**src/rtl/ldiag_pkg.sv**
```systemverilog
package ldiag_pkg;
  localparam int OFS_CTRL = 0;
  localparam int OFS_DIAG = 1;
  localparam int OFS_POL  = 2;

  // Next value of a set-dominant, read-cleared flag.
  function automatic logic sticky_next(input logic cur, input logic set_evt,
                                       input logic clr);
    return set_evt | (cur & ~clr);
  endfunction

  // Arming state for the "exchange done, waiting for link" window.
  function automatic logic arm_next(input logic cur, input logic done,
                                    input logic fail, input logic up);
    if (up || fail) return 1'b0;
    return cur | done;
  endfunction
endpackage

```
**src/rtl/ldiag_sticky.sv**
```systemverilog
module ldiag_sticky (
  input  logic clk,
  input  logic rst_n,
  input  logic exch_done,
  input  logic fail_stb,
  input  logic link_up,
  input  logic clr_rd,
  output logic flag
);
  import ldiag_pkg::*;

  logic armed;
  logic set_evt;

  assign set_evt = fail_stb & (armed | exch_done) & ~link_up;

  always_ff @(posedge clk or negedge rst_n) begin
    if (!rst_n) begin
      armed <= 1'b0;
      flag  <= 1'b0;
    end else begin
      armed <= arm_next(armed, exch_done, fail_stb, link_up);
      flag  <= sticky_next(flag, set_evt, clr_rd);
    end
  end

  a_r4_set_lands: assert property (@(posedge clk) disable iff (!rst_n)
    set_evt |=> flag);
  a_r7_read_clears: assert property (@(posedge clk) disable iff (!rst_n)
    (clr_rd && !set_evt) |=> !flag);
  a_r8_hold_unread: assert property (@(posedge clk) disable iff (!rst_n)
    (flag && !clr_rd) |=> flag);
  a_r6_rise_cause: assert property (@(posedge clk) disable iff (!rst_n)
    $rose(flag) |-> ($past(fail_stb) && !$past(link_up)));
endmodule

```
**src/rtl/ldiag_polarity.sv**
```systemverilog
module ldiag_polarity #(
  parameter int NPAIR = 4
) (
  input  logic             clk,
  input  logic             rst_n,
  input  logic             gig_up,
  input  logic             corr_en,
  input  logic [NPAIR-1:0] raw_pol,
  output logic [NPAIR-1:0] pol_view
);
  always_comb begin
    pol_view = '0;
    for (int i = 0; i < NPAIR; i++)
      pol_view[i] = raw_pol[i] & gig_up & corr_en;
  end

  a_r9_no_gig_zero: assert property (@(posedge clk) disable iff (!rst_n)
    !gig_up |-> (pol_view == '0));
  a_r9_follow: assert property (@(posedge clk) disable iff (!rst_n)
    (gig_up && corr_en) |-> (pol_view == raw_pol));
  a_r10_forced_normal: assert property (@(posedge clk) disable iff (!rst_n)
    !corr_en |-> (pol_view == '0));
endmodule

```
**src/rtl/ldiag_ctrl.sv**
```systemverilog
module ldiag_ctrl (
  input  logic clk,
  input  logic rst_n,
  input  logic wr_hit,
  input  logic wr_bit,
  output logic dis
);
  always_ff @(posedge clk or negedge rst_n) begin
    if (!rst_n)      dis <= 1'b0;
    else if (wr_hit) dis <= wr_bit;
  end

  a_r3_write_loads: assert property (@(posedge clk) disable iff (!rst_n)
    wr_hit |=> (dis == $past(wr_bit)));
  a_r3_hold: assert property (@(posedge clk) disable iff (!rst_n)
    !wr_hit |=> $stable(dis));
endmodule

```
**src/rtl/ldiag_regs.sv**
```systemverilog
module ldiag_regs #(
  parameter int ADDR_W = 5,
  parameter int DATA_W = 16,
  parameter int NPAIR  = 4
) (
  input  logic              clk,
  input  logic              rst_n,
  input  logic              an_done_i,
  input  logic              link_fail_i,
  input  logic              link_up_i,
  input  logic              link_gig_i,
  input  logic [NPAIR-1:0]  pair_pol_i,
  input  logic              rd_stb_i,
  input  logic [ADDR_W-1:0] rd_addr_i,
  input  logic              wr_en_i,
  input  logic [ADDR_W-1:0] wr_addr_i,
  input  logic [DATA_W-1:0] wr_data_i,
  output logic [DATA_W-1:0] rd_data_o,
  output logic              corr_en_o
);
  import ldiag_pkg::*;

  localparam logic [ADDR_W-1:0] A_CTRL = ADDR_W'(OFS_CTRL);
  localparam logic [ADDR_W-1:0] A_DIAG = ADDR_W'(OFS_DIAG);
  localparam logic [ADDR_W-1:0] A_POL  = ADDR_W'(OFS_POL);

  logic             ctrl_wr_hit;
  logic             diag_rd_clr;
  logic             dis_bit;
  logic             sticky_flag;
  logic [NPAIR-1:0] pol_view;
  logic             unused_wr_hi;

  assign ctrl_wr_hit  = wr_en_i && (wr_addr_i == A_CTRL);
  assign diag_rd_clr  = rd_stb_i && (rd_addr_i == A_DIAG);
  assign corr_en_o    = ~dis_bit;
  assign unused_wr_hi = ^wr_data_i[DATA_W-1:1];

  ldiag_ctrl u_ctrl (
    .clk(clk), .rst_n(rst_n), .wr_hit(ctrl_wr_hit),
    .wr_bit(wr_data_i[0]), .dis(dis_bit)
  );

  ldiag_sticky u_sticky (
    .clk(clk), .rst_n(rst_n), .exch_done(an_done_i), .fail_stb(link_fail_i),
    .link_up(link_up_i), .clr_rd(diag_rd_clr), .flag(sticky_flag)
  );

  ldiag_polarity #(.NPAIR(NPAIR)) u_pol (
    .clk(clk), .rst_n(rst_n), .gig_up(link_gig_i), .corr_en(corr_en_o),
    .raw_pol(pair_pol_i), .pol_view(pol_view)
  );

  always_comb begin
    rd_data_o = '0;
    unique case (rd_addr_i)
      A_CTRL:  rd_data_o[0] = dis_bit;
      A_DIAG:  rd_data_o[0] = sticky_flag;
      A_POL:   rd_data_o[NPAIR-1:0] = pol_view;
      default: rd_data_o = '0;
    endcase
  end

  a_r1_reset_state: assert property (@(posedge clk)
    !rst_n |=> (!sticky_flag && corr_en_o));
endmodule

```
**config.mk**
```make
export PLATFORM = sky130hd
export DESIGN_NAME = ldiag_regs
export DESIGN_NICKNAME = d
export VERILOG_FILES = /design/src/rtl/ldiag_pkg.sv /design/src/rtl/ldiag_sticky.sv /design/src/rtl/ldiag_polarity.sv /design/src/rtl/ldiag_ctrl.sv /design/src/rtl/ldiag_regs.sv
export SDC_FILE = /design/constraint.sdc
export NUM_CORES = 1
export LEC_CHECK = 0
export CAP_MARGIN = 40
export CORE_MARGIN = 10
export CORE_UTILIZATION = 23
export CTS_CLUSTER_SIZE = 28
export DETAILED_ROUTE_END_ITERATION = 7
export PLACE_DENSITY = 0.85
export RECOVER_POWER = 100
export SYNTH_ARGS = -nofsm -noshare
export SYNTH_HDL_FRONTEND = slang
export SYNTH_HIERARCHICAL = 1
export SYNTH_SLANG_ARGS = --single-unit
```
**constraint.sdc**
```tcl
create_clock -name clk -period 4.5 [get_ports clk]
set_input_delay 1.35 -clock clk [delete_from_list [all_inputs] [get_ports clk]]
set_output_delay 1.35 -clock clk [all_outputs]
set_load 0.02 [all_outputs]
```
# Word level (Yosys, flattened, before mapping)
# Cells that the tools add are included.
# Widths: inputs -> output; s select.
word_totals:
  word_cells: 31
  in_bits: 38
  output_inout_bits: 17
  latchBits: 0
  rom_bits: 0
  ff_bits: 3
  n_memories: 0
  mem_bits_rw: 0
op_classes:
  n_mul: 0
  muxes: 5
  n_lt_le_gt_ge: 0
  bitwise_logic: 16
  n_reduce_logical: 5
  n_addsub: 0
  div_mod_pow: 0
  eq_ne: 2
  shift: 0
op_table:
  columns: ["op", "n"]
  rows:
  - ["$and 1x1->1", 11]
  - ["$logic_not 5->1", 2]
  - ["$eq 5x1->1 const B", 1]
  - ["$eq 5x2->1 const B", 1]
  - ["$mux 1", 3]
  - ["$mux 3", 1]
  - ["$not 1->1", 3]
  - ["$pmux 1 s3", 1]
  - ["$logic_and 1x1->1", 2]
  - ["$or 1x1->1", 2]
  - ["$logic_or 1x1->1", 1]

# Longest topological paths before layout
logic_depth:
  ltp_word: 5
  mapped_depth: 4
  ltp_nobuf: 4

# Hierarchy
# Netlist, hierarchy kept.
modules_own_cells:
  columns: ["mod", "area_each_um2", "n_inst", "cells_per_inst", "seq_area_each_um2"]
  rows:
  - ["ldiag_regs", 191.4, 1, 27, 0.0]
  - ["ldiag_sticky", 82.6, 1, 7, 50.0]
  - ["ldiag_ctrl", 40.0, 1, 2, 25.0]
  - ["ldiag_polarity", 25.0, 1, 4, 0.0]

# Worst setup path after synthesis
# Ideal clock, no wire load.
synth_path:
  path_kind: "in2out"
  startpoint: "in rd_addr_i[4]"
  endpoint: "out rd_data_o[0]"
  required_time_ps: 3150
  path_stages: 2
  t_arrival_ps: 2268
  slack_ps: 882
  path_buffers: 0
  path_cell_list: "or3_4 a211oi_1"
synth_between:
  elab_chain_len: 2
  elab_cells_between_ends: 4
synth_lines:
  columns: ["element", "line", "rtl"]
  rows:
  - ["start, declared", "ldiag_regs.sv:14", "input logic [ADDR_W-1:0] rd_addr_i,"]
  - ["$eq 5x2->1, or another cell as far along", "ldiag_regs.sv:56", "unique case (rd_addr_i)"]
  - ["$pmux 1 s3 *", "ldiag_regs.sv:56", null]
  - ["end, declared", "ldiag_regs.sv:18", "output logic [DATA_W-1:0] rd_data_o,"]
# Every way passes the cells marked *; elsewhere a longest branch is shown, timed or not.

# Worst setup path in the final report
# Ends and elaborated chain as after synthesis.

==> qor.csv <==
stage,metric,value,unit
status,status,completed,
cts,cts_buffer_depth,2,
grt,grt_pass1_vias,384,
worst_setup_path,path_buf_inv,2,
die,die_h,58.4,um
layout,area_delta_synth_final,76.0,%
cts,htree_levels,1,
grt,met2_usage,13.2,%
route,via_per_inst,4.01,
synth,synthArstFlopShare,100,%
die,placementRows,13,
place,place_hpwl,1.08,mm
layout,final_nets,109,
sta,fmax,227,MHz
place,dpl.cell_count,81,
die,core_area,1350,um2
sta,finalSetupViolations,0,
sta,min_period,4.40,ns
layout,drive_gt1_share,8.57,%
synth,synthCells,40,
worst_setup_path,start_kind,input pin,
synth,synth_area_per_cell,8.48,um2
synth,ys_ff_latch,3,
worst_setup_path,cp_data_required_time,3.15,ns
sta,slew_viol_final,0,
worst_setup_path,worst-path-max-fanout,3,
sta,rsz0062_at_grt,false,
worst_setup_path,slowest_delay,0.66,ns
synth,yosysTopAreaCell,buf_4,
synth,yosysTopAreaCellShare,26.6,%
sta,hold_ws,0.535,ns
worst_setup_path,path_class,input pin to output pin,
worst_setup_path,critPathArrivalTime,3.05,ns
route,post-route-drc-count,0,
die,io-pin-count,55,
worst_setup_path,cp_cell_sequence,clkdlybuf4s50_1 > or3_1 > a211oi_1 > clkdlybuf4s50_1,
place,gp_congestion,0.583,
cts,postCtsSetupBuffers,0,
route,first_iter_violations,3,
die,die_w,58.4,um
die,initial_utilization,25.1,%
power,power.density,212,nW/um2
route,firstDrtPassIters,2,
sta,skew,0.000410,ns
power,peakVddDrop,0.120,mV
grt,grt_usage,7.16,%
run,drv_cap,0,
synth,ys_top_cells_by_area,"buf_4, dfrtp_1, and3_1",
synth,yosysWarningCount,6,
synth,yosys.cell_types.count,17,
route,route.vias.total,341,
place,io_buffer_count,27,
synth,yosysMostFrequentCell,buf_4,
synth,netlist_area,339,um2
synth,synth_edf_count,0,
synth,synthFlopType,dfrtp_1,
cts,cts.clk_slew.worst_paths,0.04,ns
synth,ys_seq_area_share,22.1,%
grt,busiest_layer,met2,
cts,clock_latency,0.23,ns
grt,grt-ovfl-total,0,
layout,n_antenna_cell,0,
grt,grt_start_max_net_pins,6,
worst_setup_path,crit_slowest_cell,clkdlybuf4s50_1,
route,wl_per_cell,13.5,um
cts,cts_tree,built,
grt,use_met1,5.42,%
power,p_leak,0.282,nW
die,die-area,3410,um2
cts,cts_root_buffer,clkbuf_4,
worst_setup_path,critPathTopFamily,buffers and inverters,
sta,hold_viol_final,0,
route,totalWireLength,1.15,mm
layout,n_fill_cell,151,
worst_setup_path,path_common_cell,clkdlybuf4s50_1,
grt,grt_pass1_wl,1.82,mm
synth,synthTopCellsByCount,"buf_4, and3_1",
worst_hold_path,min_path_type,flip-flop to flip-flop,
grt,antenna_found_initial,0,
cts,cts_buffers,3,
worst_setup_path,worst_setup_path_end_kind,output pin,
cts,hold_buffers,0,
grt,met3_usage,5.36,%
sta,fin_crit_sh,97.7,%
layout,fin_cells,85,
route,ant_nets,0,
cts,clock_sinks,3,
==> kinds of logic (layout without fill, tap and decap cells) <==
| family | after synthesis | after routing | share of synthesized area, % |
|---|---|---|---|
| buffers and inverters | 15 | 34 | 29.9 |
| other | 1 | 12 | 1.11 |
| DFF | 3 | 3 | 22.1 |
| and+or+nand+nor | 17 | 17 | 33.2 |
| muxes | 1 | 1 | 4.43 |
| AOI/OAI and AO/OA | 3 | 3 | 9.23 |
==> cell usage in the layout (no fill, tap or decap), types with 2 or more instances in the layout <==
master	netlist	layout
dlygate4sd2_1	0	3
dlygate4sd3_1	0	4
clkdlybuf4s50_1	0	20
nor3_1	3	3
clkbuf_4	0	3
dfrtp_1	3	3
conb_1	1	12
and3_1	4	4
inv_1	3	3
and2_0	0	2
a211oi_1	2	2
==> area by class of cell <==
cell class	count	area (um2)	area share (%)
Tap cell	15	18.8	3.14
Sequential cell	3	75.1	12.6
Timing Repair Buffer	27	267	44.7
Inverter	3	11.3	1.89
Multi-Input combinational cell	33	199	33.3
Clock buffer	4	26.3	4.40
==> worst paths after layout <==
kind	startpoint	end	slack, ns	depth (start not counted)
min in group asynchronous	rst_n	u_sticky/armed$_DFF_PN0_	1.37	1
worst max register to register	u_ctrl/dis$_DFFE_PN0P_	u_ctrl/dis$_DFFE_PN0P_	3.73	1
max in group asynchronous	rst_n	u_ctrl/dis$_DFFE_PN0P_	2.99	1
worst min register to register	u_ctrl/dis$_DFFE_PN0P_	u_ctrl/dis$_DFFE_PN0P_	0.53	1
worst max-delay path	rd_addr_i[4]	rd_data_o[0]	0.10	4
worst min-delay path	u_ctrl/dis$_DFFE_PN0P_	u_ctrl/dis$_DFFE_PN0P_	0.53	1
==> power by group <==
| group | internal [W] | switching, W |
|---|---|---|
| clock | 0.0000332 | 0.0000132 |
| sequential | 0.0000300 | 0.00000166 |
| combinational | 0.0000261 | 0.0000224 |
==> metal layers <==
metal	vias to the layer above	share of wire [%]
met4	0	0
li1	172	-
met3	0	11
met5	-	0
met1	148	31
met2	21	58
==> through the flow <==
step	utilization, %	total power, W	setup WS, ns	TNS, ns	cell area [um2]
2_1_floorplan	-	0.0000628	0.882	0	380
3_3_place_gp	42.9	0.0000809	0.0247	0	579
3_5_place_dp	42.9	0.0000820	-0.0189	-0.0434	579
4_1_cts	44.6	0.000131	0.101	0	602
5_1_grt	44.2	0.000138	0.0423	0	597
6_report	44.2	0.000126	0.103	0	597
==> sequential cells by signal, indices dropped and copies added (netlist names) <==
signal / count
u_sticky/armed: 1
u_sticky/flag: 1
u_ctrl/dis: 1
==> what timing repair did <==
action | CTS | global route
hold endpoints to repair | 0 | 0
setup endpoints to repair | 3 | 0
resized for setup | 3 | 0
No activity file was read; power rests on OpenSTA's default activity.
